`src/rtl/dma_irq_pkg.sv`:
```
package dma_irq_pkg;

    localparam int NUM_SRC = 12;
    localparam int DATA_W  = 32;

    // status bit positions that the block itself drives
    localparam int BIT_INV_ACC  = 0;
    localparam int BIT_SRC_DONE = 1;
    localparam int BIT_DST_DONE = 2;
    localparam int BIT_SRC_ERR  = 4;
    localparam int BIT_DST_ERR  = 5;

    typedef enum logic [2:0] {
        SEL_STATUS  = 3'd0,
        SEL_MASK    = 3'd1,
        SEL_ENABLE  = 3'd2,
        SEL_DISABLE = 3'd3,
        SEL_SRC_CNT = 3'd4,
        SEL_DST_CNT = 3'd5,
        SEL_NONE    = 3'd6
    } reg_sel_e;

    typedef struct packed {
        logic     rd;
        logic     wr;
        reg_sel_e sel;
    } access_t;

    function automatic reg_sel_e decode_offset(input logic [7:0] off);
        case (off)
            8'd0:    return SEL_STATUS;
            8'd1:    return SEL_MASK;
            8'd2:    return SEL_ENABLE;
            8'd3:    return SEL_DISABLE;
            8'd4:    return SEL_SRC_CNT;
            8'd5:    return SEL_DST_CNT;
            default: return SEL_NONE;
        endcase
    endfunction

endpackage

```
`src/rtl/dma_irq_status.sv`:
```
module dma_irq_status
    import dma_irq_pkg::*;
(
    input  logic               clk,
    input  logic               rst,
    input  logic [NUM_SRC-1:0] set_bits,
    input  logic [NUM_SRC-1:0] clr_bits,
    output logic [NUM_SRC-1:0] status
);
    // set has priority over a same-cycle clear
    always_ff @(posedge clk) begin
        if (rst) status <= '0;
        else     status <= (status & ~clr_bits) | set_bits;
    end
endmodule

```
`src/rtl/dma_irq_mask.sv`:
```
module dma_irq_mask
    import dma_irq_pkg::*;
(
    input  logic               clk,
    input  logic               rst,
    input  logic [NUM_SRC-1:0] unmask_bits,
    input  logic [NUM_SRC-1:0] mask_bits,
    output logic [NUM_SRC-1:0] mask
);
    always_ff @(posedge clk) begin
        if (rst) mask <= '1;
        else     mask <= (mask & ~unmask_bits) | mask_bits;
    end
endmodule

```
`src/rtl/dma_irq_acct.sv`:
```
module dma_irq_acct #(
    parameter int CNT_W = 8
) (
    input  logic             clk,
    input  logic             rst,
    input  logic             inc,
    input  logic             rd_clr,
    output logic [CNT_W-1:0] count,
    output logic             wrap
);
    localparam logic [CNT_W-1:0] CNT_MAX = '1;
    localparam logic [CNT_W-1:0] CNT_ONE = CNT_W'(1);

    // a read that meets an increment restarts the count at one
    assign wrap = inc && !rd_clr && (count == CNT_MAX);

    always_ff @(posedge clk) begin
        if (rst)         count <= '0;
        else if (inc)    count <= rd_clr ? CNT_ONE : count + CNT_ONE;
        else if (rd_clr) count <= '0;
    end
endmodule

```
`src/rtl/dma_irq_ctl.sv`:
```
module dma_irq_ctl
    import dma_irq_pkg::*;
#(
    parameter int CNT_W  = 8,
    parameter int ADDR_W = 4
) (
    input  logic                 clk,
    input  logic                 rst,
    input  logic                 bus_en,
    input  logic                 bus_wr,
    input  logic [ADDR_W-1:0]    bus_addr,
    input  logic [DATA_W-1:0]    bus_wdata,
    output logic [DATA_W-1:0]    bus_rdata,
    input  logic [NUM_SRC-1:0]   evt_set,
    input  logic                 src_done,
    input  logic                 dst_done,
    output logic                 irq
);
    localparam int NUM_CNT = 2;

    access_t            acc;
    logic [NUM_SRC-1:0] status_q;
    logic [NUM_SRC-1:0] mask_q;
    logic [NUM_SRC-1:0] set_vec;
    logic [NUM_SRC-1:0] w1c_vec;
    logic [NUM_SRC-1:0] en_vec;
    logic [NUM_SRC-1:0] dis_vec;
    logic [NUM_SRC-1:0] wdata_lo;
    logic [NUM_CNT-1:0] cnt_inc;
    logic [NUM_CNT-1:0] cnt_rd;
    logic [NUM_CNT-1:0] cnt_wrap;
    logic [CNT_W-1:0]   cnt_val [NUM_CNT];
    logic               unused_wdata_hi;

    assign wdata_lo        = bus_wdata[NUM_SRC-1:0];
    assign unused_wdata_hi = ^bus_wdata[DATA_W-1:NUM_SRC];

    always_comb begin
        acc.rd  = bus_en && !bus_wr;
        acc.wr  = bus_en && bus_wr;
        acc.sel = decode_offset(8'(bus_addr));
    end

    assign w1c_vec = (acc.wr && acc.sel == SEL_STATUS)  ? wdata_lo : '0;
    assign en_vec  = (acc.wr && acc.sel == SEL_ENABLE)  ? wdata_lo : '0;
    assign dis_vec = (acc.wr && acc.sel == SEL_DISABLE) ? wdata_lo : '0;

    assign cnt_inc = {dst_done, src_done};
    assign cnt_rd  = {acc.rd && acc.sel == SEL_DST_CNT,
                      acc.rd && acc.sel == SEL_SRC_CNT};

    always_comb begin
        set_vec               = evt_set;
        set_vec[BIT_INV_ACC]  = evt_set[BIT_INV_ACC] || (bus_en && acc.sel == SEL_NONE);
        set_vec[BIT_SRC_DONE] = evt_set[BIT_SRC_DONE] || src_done;
        set_vec[BIT_DST_DONE] = evt_set[BIT_DST_DONE] || dst_done;
        set_vec[BIT_SRC_ERR]  = evt_set[BIT_SRC_ERR] || cnt_wrap[0];
        set_vec[BIT_DST_ERR]  = evt_set[BIT_DST_ERR] || cnt_wrap[1];
    end

    dma_irq_status status_i (
        .clk      (clk),
        .rst      (rst),
        .set_bits (set_vec),
        .clr_bits (w1c_vec),
        .status   (status_q)
    );

    dma_irq_mask mask_i (
        .clk         (clk),
        .rst         (rst),
        .unmask_bits (en_vec),
        .mask_bits   (dis_vec),
        .mask        (mask_q)
    );

    for (genvar c = 0; c < NUM_CNT; c++) begin : g_acct
        dma_irq_acct #(.CNT_W(CNT_W)) acct_i (
            .clk    (clk),
            .rst    (rst),
            .inc    (cnt_inc[c]),
            .rd_clr (cnt_rd[c]),
            .count  (cnt_val[c]),
            .wrap   (cnt_wrap[c])
        );
    end

    always_comb begin
        bus_rdata = '0;
        if (acc.rd) begin
            case (acc.sel)
                SEL_STATUS:  bus_rdata = DATA_W'(status_q);
                SEL_MASK:    bus_rdata = DATA_W'(mask_q);
                SEL_SRC_CNT: bus_rdata = DATA_W'(cnt_val[0]);
                SEL_DST_CNT: bus_rdata = DATA_W'(cnt_val[1]);
                default:     bus_rdata = '0;
            endcase
        end
    end

    assign irq = |(status_q & ~mask_q);

endmodule

```
`config.mk`:
```
export PLATFORM = sky130hd
export DESIGN_NAME = dma_irq_ctl
export DESIGN_NICKNAME = d
export VERILOG_FILES = /design/src/rtl/dma_irq_pkg.sv /design/src/rtl/dma_irq_status.sv /design/src/rtl/dma_irq_mask.sv /design/src/rtl/dma_irq_acct.sv /design/src/rtl/dma_irq_ctl.sv
export SDC_FILE = /design/constraint.sdc
export NUM_CORES = 1
export LEC_CHECK = 0
export BUFFER_PORTS_ARGS = -buffer_cell sky130_fd_sc_hd__buf_2
export CAP_MARGIN = 20
export CORE_ASPECT_RATIO = 2
export CORE_UTILIZATION = 45
export CTS_CLUSTER_SIZE = 12
export DETAILED_ROUTE_END_ITERATION = 7
export HOLD_SLACK_MARGIN = 0.12
export PLACE_DENSITY = 0.84
export SYNTH_ARGS = -nofsm -noshare
export SYNTH_HDL_FRONTEND = slang
export SYNTH_SLANG_ARGS = --single-unit
```
`constraint.sdc`:
```
create_clock -name clk -period 3.45 [get_ports clk]
set_input_delay 0.1725 -clock clk [delete_from_list [all_inputs] [get_ports clk]]
set_output_delay 0.1725 -clock clk [all_outputs]
set_load 0.02 [all_outputs]
```
Yosys cells after proc, flatten, opt, wreduce, memory -nomap -nowiden
Index checks and enable logic that the tools add are counted.
- flip-flop bits (word level): 40
- bits in latches: 0
- memory bits (writable): 0
- memory bits (read-only): 0
- bits of input ports: 54
- output and inout bits: 33
- word-level logic and storage cells: 64
- memories kept: 0
- $add $sub $neg: 2
- multiply operators: 0
- div/mod/pow operators: 0
- order comparisons: 0
- equal/unequal tests: 13
- shifts and indexed selects: 0
- muxes and demuxes: 12
- bitwise gates (word level): 8
- reductions and logical operators: 25
- operators with widths (operator ; count):
    12-bit 2-to-1 mux ; 4
    8-bit 2-to-1 mux ; 6
    12-bit case mux with 4 select lines ; 1
    12-bit AND ; 3
    12-bit NOT ; 3
    12-bit bitwise OR ; 2
    3-bit case mux with 6 select lines ; 1
    8-bit by 1-bit adder with 8-bit output, second input constant ; 2
    8-bit == test, second input constant ; 2
    1-bit logical AND ; 12
    12-bit OR reduction ; 1
    3-bit == test, second input constant ; 3
    4-bit by 2-bit == test with 1-bit output, second input constant ; 2
    4-bit by 3-bit == test with 1-bit output, second input constant ; 2
    3-bit by 2-bit == test with 1-bit output, second input constant ; 2
    1-bit logical OR ; 5
    4-bit by 1-bit == test with 1-bit output, second input constant ; 1
    4-bit logical NOT ; 1
    2-bit nonzero test ; 2
    3-bit by 1-bit == test with 1-bit output, second input constant ; 1
    1-bit logical NOT ; 3
    3-bit logical NOT ; 1

Depth between registers and ports, before layout
Gate-level depths: netlist of the first run.
- word-level depth: 9
- depth in mapped cells: 5

Modules after synthesis
From an unflattened synthesis of the first run, not the netlist that was laid out.
- cell total of the unflattened synthesis: 320
- area, all modules: 2626.3 µm²
- modules (own cells, without submodules) (module ; times used ; cells an instance ; area each (µm²) ; sequential area each (µm²)):
    dma_irq_ctl ; 1 ; 140 ; 1014.7 ; 0.0
    dma_irq_acct ; 2 ; 41 ; 370.4 ; 160.2
    dma_irq_status ; 1 ; 49 ; 469.2 ; 240.2
    dma_irq_mask ; 1 ; 49 ; 401.6 ; 240.2

Worst setup path after synthesis of the first run
OpenSTA, ideal clock, no wires.
- kind: input port to output port
- from: in bus_addr[3]
- to: out bus_rdata[4]
- data arrival time: 1.320 ns
- data required time: 3.277 ns
- path slack: 1.957 ns
- cell stages on the path: 5
- cell sequence: buf_2 -> nor4b_2 -> buf_2 -> a22oi_1 -> a21oi_1
- word-level cells in the longest chain between the ends: 5
- elaborated cells between the ends (all ways): 13
- those cells by class: eq/ne (8); mux (3); reduce/logical (2)
- RTL lines (what ; line ; text):
    start, declared ; dma_irq_ctl.sv:11 ; input logic [ADDR_W-1:0] bus_addr,
    4-bit by 3-bit == test with 1-bit output (tied with other cells) ; dma_irq_pkg.sv:30 ; case (off)
    3-bit case mux with 6 select lines * ; dma_irq_pkg.sv:30 ;
    3-bit == test (tied with other cells) ; dma_irq_ctl.sv:91 ; case (acc.sel)
    12-bit case mux with 4 select lines * ; dma_irq_ctl.sv:91 ;
    12-bit 2-to-1 mux * ; dma_irq_ctl.sv:90 ; if (acc.rd) begin
    end, declared ; dma_irq_ctl.sv:13 ; output logic [DATA_W-1:0] bus_rdata,
Every way passes the cells marked *; elsewhere a longest branch is shown, timed or not.

Worst setup path in the final report of the first run
- from: reg status_i.status[5]
- to: out irq
- word-level cells in the longest chain between the ends: 2
- RTL lines (what ; line ; text):
    start, declared ; dma_irq_status.sv:8 ; output logic [NUM_SRC-1:0] status
    start signal, assigned ; dma_irq_status.sv:13 ; else status <= (status & ~clr_bits) | set_bits;
    12-bit AND ; dma_irq_ctl.sv:101 ; assign irq = |(status_q & ~mask_q);
    12-bit OR reduction ; dma_irq_ctl.sv:101 ;
    end, declared ; dma_irq_ctl.sv:17 ; output logic irq
No other way between the ends.

==> impl_metrics.py, run 1 <==
metrics = {
    "drt": {
        "drc": 0,
        "avgRoutedWirePerCell_um": 15.4,
        "vias_per_cell": 5.69,
        "drt_pre_antenna_iters": 4,
        "final_antenna_net_count": 0,
        "num_vias": 2155,
        "wirelength_mm": 5.83,
        "drt_iter0_drc": 55,
    },
    "yosys": {
        "synthTopCellsByCount": "dfxtp_1 (40), nor2_1 (38), a22oi_1 (20), buf_4 (20), a21oi_1 (16)",
        "yosysTopAreaCell": "dfxtp_1",
        "yosysUniqueCellTypes": 37,
        "yosys_warnings": 0,
        "async_flop_share": 0,
        "postSynthAreaPerCell_um2": 8.51,
        "netlist.area_leader.share": 0.346,
        "synth_most_common_cell": "dfxtp_1",
        "ys_seq_area_frac": 0.346,
        "synthFlopType": "dfxtp_1",
        "ys_seq_elements": 40,
        "synthCells": 272,
        "netlist_area_um2": 2310,
        "ys_top_cells_by_area": "dfxtp_1 (35%), a22oi_1 (6.5%), buf_4 (6.5%)",
        "synth-edff-count": 0,
    },
    "final_layout": {
        "drive_above_1_share": 0.193,
        "final_cell_count_no_fill": 379,
        "num_antenna_cells": 0,
        "area_growth_pct": 15.2,
        "fin_nets": 378,
    },
    "timing": {
        "hold_viol": 0,
        "fmax_ghz": 0.558,
        "slew_headroom": 0.446,
        "period_needed_ns": 1.79,
        "maxSlewViolCount": 0,
        "clock_skew_ns": 0.00972,
        "rsz0062_at_grt": "false",
        "setup-tns-final_ns": 0,
        "worst_slack_ns": 1.66,
        "period_share": 0.520,
        "worstMarginPinSlew_ns": 0.828,
        "hold_slack_ns": 0.135,
        "setup_viol": 0,
    },
    "pwr": {
        "p_int_uw": 666,
        "switching_share": 0.283,
        "p_total_uw": 928,
        "power.density_nw_per_um2": 348,
        "p_leak_uw": 0.00105,
        "power.share.clock": 0.327,
        "power_frac_seq": 0.532,
        "switchingPower_uw": 262,
        "comb_power_share": 0.141,
        "peakVddDrop_uv": 212,
    },
    "global_route": {
        "grt_max_degree": 32,
        "antenna_found_initial": 0,
        "gr-total-overflow": 0,
        "grt_pass1_wl_mm": 9.25,
        "grt.total_usage": 0.233,
        "grt_pass1_vias": 2047,
    },
    "clock_tree": {
        "cts_tree": "yes",
        "cts_buffer_depth": 2,
        "htree_num_levels": 2,
        "cts_buffers": 5,
        "cts-root-buf": "clkbuf_8",
        "cts_resized": 0,
        "cts_sinks": 40,
        "clkLatencyLatePin_ns": 0.30,
        "path_clk_slew_ns": 0.08,
    },
    "critical_path": {
        "r2r_cells": 4,
        "crit_type": "reg -> out",
        "crit_path_start_kind": "flop",
        "regToRegSetupSlack_ns": 2.11,
        "r2r-start": "g_acct[1].acct_i.count[0]",
        "rr_endpoint": "status_i.status[5]",
        "worstPathRequired_ns": 3.28,
        "crit_fanout": 3,
        "crit_arrival_ns": 1.62,
        "crit_path_end_kind": "output pin",
    },
    "run_status": {
        "outcome": "finished clean",
    },
    "placed_design": {
        "dp_hpwl_mm": 4.32,
        "dp.cells": 362,
        "finalWeightedCongestion": 0.867,
        "pre_cts_slack_ns": 1.71,
        "io_buffers": 46,
    },
    "die": {
        "fp.dieW_um": 52.7,
        "initial_core_util": 0.471,
        "num_rows": 36,
        "die_area_um2": 5450,
        "fp.coreArea_um2": 4910,
        "die_h_um": 103,
        "ioPinCount": 87,
    },
    "run": {
        "maxCapViolations": 0,
    },
    "hold_path": {
        "holdPathEnd": "status_i.status[9]",
        "hold_depth": 3,
        "hp-start": "evt_set[9]",
        "min_path_type": "in -> reg",
    },
}
-- metal layers --
layer / routed length, um / track usage
met3: 253 / 0.0395
met1: 2100 / 0.220
met5: 0 / 0
met4: 287 / 0.160
met2: 3190 / 0.432
-- how the worst max path moves through the flow --
| stage | endpoint | cells past startpoint | slack, ns | startpoint |
|---|---|---|---|---|
| 3_3_place_gp | bus_rdata[7] | 5 | 1.71 | bus_en |
| 4_1_cts | irq | 4 | 1.61 | status_i.status[5] |
| 6_report | irq | 4 | 1.66 | status_i.status[5] |
| 2_1_floorplan | bus_rdata[4] | 5 | 1.96 | bus_addr[3] |
| 5_1_grt | irq | 4 | 1.48 | status_i.status[5] |
| 3_5_place_dp | bus_rdata[4] | 5 | 1.71 | bus_en |
-- cell type report --
type	instances	area, um2
repair buffers	58	345
flip-flops and latches	40	801
fillers	488	2240
clock inverters	2	12.5
clock buffers	5	68.8
multi-input cells	206	1330
well taps	57	71.3
inverters	11	41.3
-- metrics by stage --
stage / utilization / area (um2)
after floorplan: - / 2390
after global placement: 0.506 / 2490
after detailed placement: 0.506 / 2490
after CTS: 0.543 / 2670
after global routing: 0.543 / 2670
final: 0.543 / 2670
-- power groups by stage --
stage | Clock (uW) | Sequential [uW] | Combinational, uW
global route | 330 | 495 | 143
floorplan | 0 | 498 | 102
detailed placement | 0 | 504 | 121
global placement | 0 | 503 | 118
CTS | 312 | 493 | 131
finish | 303 | 494 | 131
-- worst max-delay path: stages, from the launching register on --
cell and delay (ns):
dfxtp_1 0.33, nor2b_1 0.13, a2111oi_0 0.52, nand3_1 0.14, buf_2 0.20
-- cells by family (layout without fill, tap and decap cells) --
| logic type | Yosys count | after routing | share of synthesized area |
|---|---|---|---|
| flops | 40 | 40 | 0.346 |
| buf+inv | 45 | 76 | 0.111 |
| fa+ha+maj | 2 | 2 | 0.0108 |
| compound gates | 63 | 63 | 0.187 |
| xor+xnor | 6 | 6 | 0.0227 |
| other cells | 1 | 20 | 0.00162 |
| simple gates | 99 | 99 | 0.250 |
| mux | 16 | 16 | 0.0703 |
-- cells in the final DEF, fill, tap and decap left out, drive strengths merged, types with 7 or more instances in the layout --
cell type,instances
nand2,8
dfxtp,40
or3,8
a311oi,9
dlygate4sd3,10
conb,20
a22oi,20
buf,48
inv,11
mux2i,14
a21oi,16
nor3b,11
nor2b,12
nor2,39
nand4,7
-- sequential cells by signal, summed over array words and instances, names as in the netlist --
register / count
g_acct.acct_i.count: 16
status_i.status: 12
mask_i.mask: 12
-- repair_timing --
action | CTS | global route
hold endpoints to repair | 10 | 0
setup endpoints to repair | 0 | 0
hold buffers | 10 | 0
buffers inserted | 0 | 0
No activity file was read; power rests on OpenSTA's default activity.
==> run 2, diff against run 1 <==
- CORE_UTILIZATION: 45 -> 44
- PLACE_DENSITY: 0.84 -> 0.86
- clock period: 3.45 -> 1.51 ns (I/O delays scaled with it)
==> impl_metrics.py, run 2 (same netlist as run 1, synthesis figures left out) <==
metrics = {
    "run_status": {
        "outcome": "finished, violations left",
        "failed_checks": "negative setup slack",
    },
    "final_layout": {
        "regMostFlops": "g_acct.acct_i.count",
        "most-common-layout-cells": "buf_2 (45), nor2_1 (38), dfxtp_1 (37)",
        "mostFrequentLayoutCell": "buf_2",
        "largestRegisters": "g_acct.acct_i.count (16), mask_i.mask (12), status_i.status (12)",
        "drive_above_1_share": 0.239,
        "area_growth_pct": 28.3,
        "fin_nets": 402,
        "largest_reg_flops": 16,
        "final_cell_count_no_fill": 405,
        "num_antenna_cells": 0,
    },
    "drt": {
        "final_antenna_net_count": 0,
        "vias_per_cell": 5.61,
        "num_vias": 2272,
        "wirelength_mm": 6.34,
        "drt_pre_antenna_iters": 4,
        "avgRoutedWirePerCell_um": 15.6,
        "drt_iter0_drc": 64,
        "drc": 0,
    },
    "pwr": {
        "power.density_nw_per_um2": 789,
        "p_leak_uw": 0.00120,
        "peakVddDrop_uv": 1380,
    },
    "clock_tree": {
        "clkLatencyLatePin_ns": 0.29,
        "cts_tree": "yes",
        "cts_buffer_depth": 2,
        "path_clk_slew_ns": 0.08,
        "cts_buffers": 5,
        "cts-root-buf": "clkbuf_8",
        "htree_num_levels": 2,
        "cts_sinks": 40,
    },
    "timing": {
        "worst_slack_ns": -0.00881,
        "maxSlewViolCount": 0,
        "period_share": 1.01,
        "period_needed_ns": 1.52,
        "setup_viol": 1,
        "hold_viol": 0,
        "worstMarginPinSlew_ns": 0.830,
        "clock_skew_ns": 0.00843,
        "setup-tns-final_ns": -0.00881,
        "fmax_ghz": 0.658,
        "slew_headroom": 0.445,
        "rsz0062_at_grt": "true",
    },
    "global_route": {
        "grt_use_met3": 0.0291,
        "grt_max_degree": 17,
        "antenna_found_initial": 0,
        "grt_pass1_wl_mm": 10.1,
        "top_usage_layer": "met2",
        "grt_pass1_vias": 2261,
        "grt.total_usage": 0.245,
        "gr-total-overflow": 0,
        "grtUsageMet1": 0.245,
        "grtUsageMet2": 0.437,
    },
    "placed_design": {
        "finalWeightedCongestion": 0.841,
        "dp.cells": 374,
        "dp_hpwl_mm": 4.63,
        "io_buffers": 46,
    },
    "die": {
        "die_area_um2": 5570,
        "fp.coreArea_um2": 5090,
        "initial_core_util": 0.455,
        "fp.dieW_um": 53.3,
        "die_h_um": 105,
        "num_rows": 37,
        "ioPinCount": 87,
    },
    "critical_path": {
        "r2r_cells": 4,
        "crit_arrival_ns": 1.44,
        "crit_path_start_kind": "flop",
        "worstPathRequired_ns": 1.43,
        "crit_type": "reg -> out",
        "crit_path_end_kind": "output pin",
        "crit_fanout": 2,
    },
    "run": {
        "maxCapViolations": 0,
    },
    "hold_path": {
        "hold_depth": 3,
        "min_path_type": "in -> reg",
    },
}
[run 2: changes by cell type in the layout (fill, tap and decap cells not counted), moves of 2 or more]
cell           delta
dfxtp_2           +3
a2111oi_2         +2
a2111oi_0         -3
dlygate4sd3_1    +11
dfxtp_1           -3
buf_4            +12
[run 2: repair_timing]
| action | CTS | global route |
|---|---|---|
| gates resized for setup | 14 | 1 |
| hold buffers | 21 | 0 |
| hold endpoints to repair | 11 | 0 |
| setup endpoints to repair | 1 | 2 |
| setup buffers | 1 | 1 |
| pin swaps | 2 | 4 |
[run 2: area by class of cell]
| class | instances | area [um2] |
|---|---|---|
| fill | 433 | 2120 |
| multi-input combinational | 206 | 1370 |
| sequential | 40 | 805 |
| timing repair buffer | 82 | 572 |
| clock buffer | 6 | 72.6 |
| tap | 58 | 72.6 |
| inverter | 11 | 41.3 |
| clock inverter | 2 | 35.0 |
[run 2: path summary, 6_finish.rpt]
path | start | end | slack (ns)
max | status_i.status[9] | irq | -0.009
min | evt_set[4] | status_i.status[4] | 0.14
max reg2reg | g_acct[1].acct_i.count[1] | status_i.status[5] | 0.07
min reg2reg | status_i.status[0] | status_i.status[0] | 0.50
[run 2: report_power, final]
part / leakage [uW] / switching (uW) / internal [uW]
clock: 0.0000552 / 368 / 491
sequential: 0.000328 / 37.6 / 1090
combinational: 0.000815 / 195 / 158
total: 0.00120 / 601 / 1740
[run 2: stage by stage]
stage	area (um2)	util	hold WS, ns	power [uW]	setup slack, ns
6_report	2970	0.583	0.143	2340	-0.00881
5_1_grt	2970	0.583	0.139	2430	-0.0604
4_1_cts	2960	0.581	0.136	2360	0.0138
3_5_place_dp	2580	0.507	0.289	1450	0.0773
3_3_place_gp	2580	0.507	0.282	1440	0.105
2_1_floorplan	2390	-	0.184	1370	0.211
[run 2: metal layers]
metal,vias to the layer above,wire [um]
met5,-,0
met4,0,303
met2,89,3460
li1,1093,-
met1,1068,2320
met3,22,257
[run 2: critical path: stages (launching register included)]
cell and delay (ns):
dfxtp_2 0.33, nor2b_4 0.12, a2111oi_4 0.31, buf_4 0.16, nand3_2 0.07, buf_6 0.15
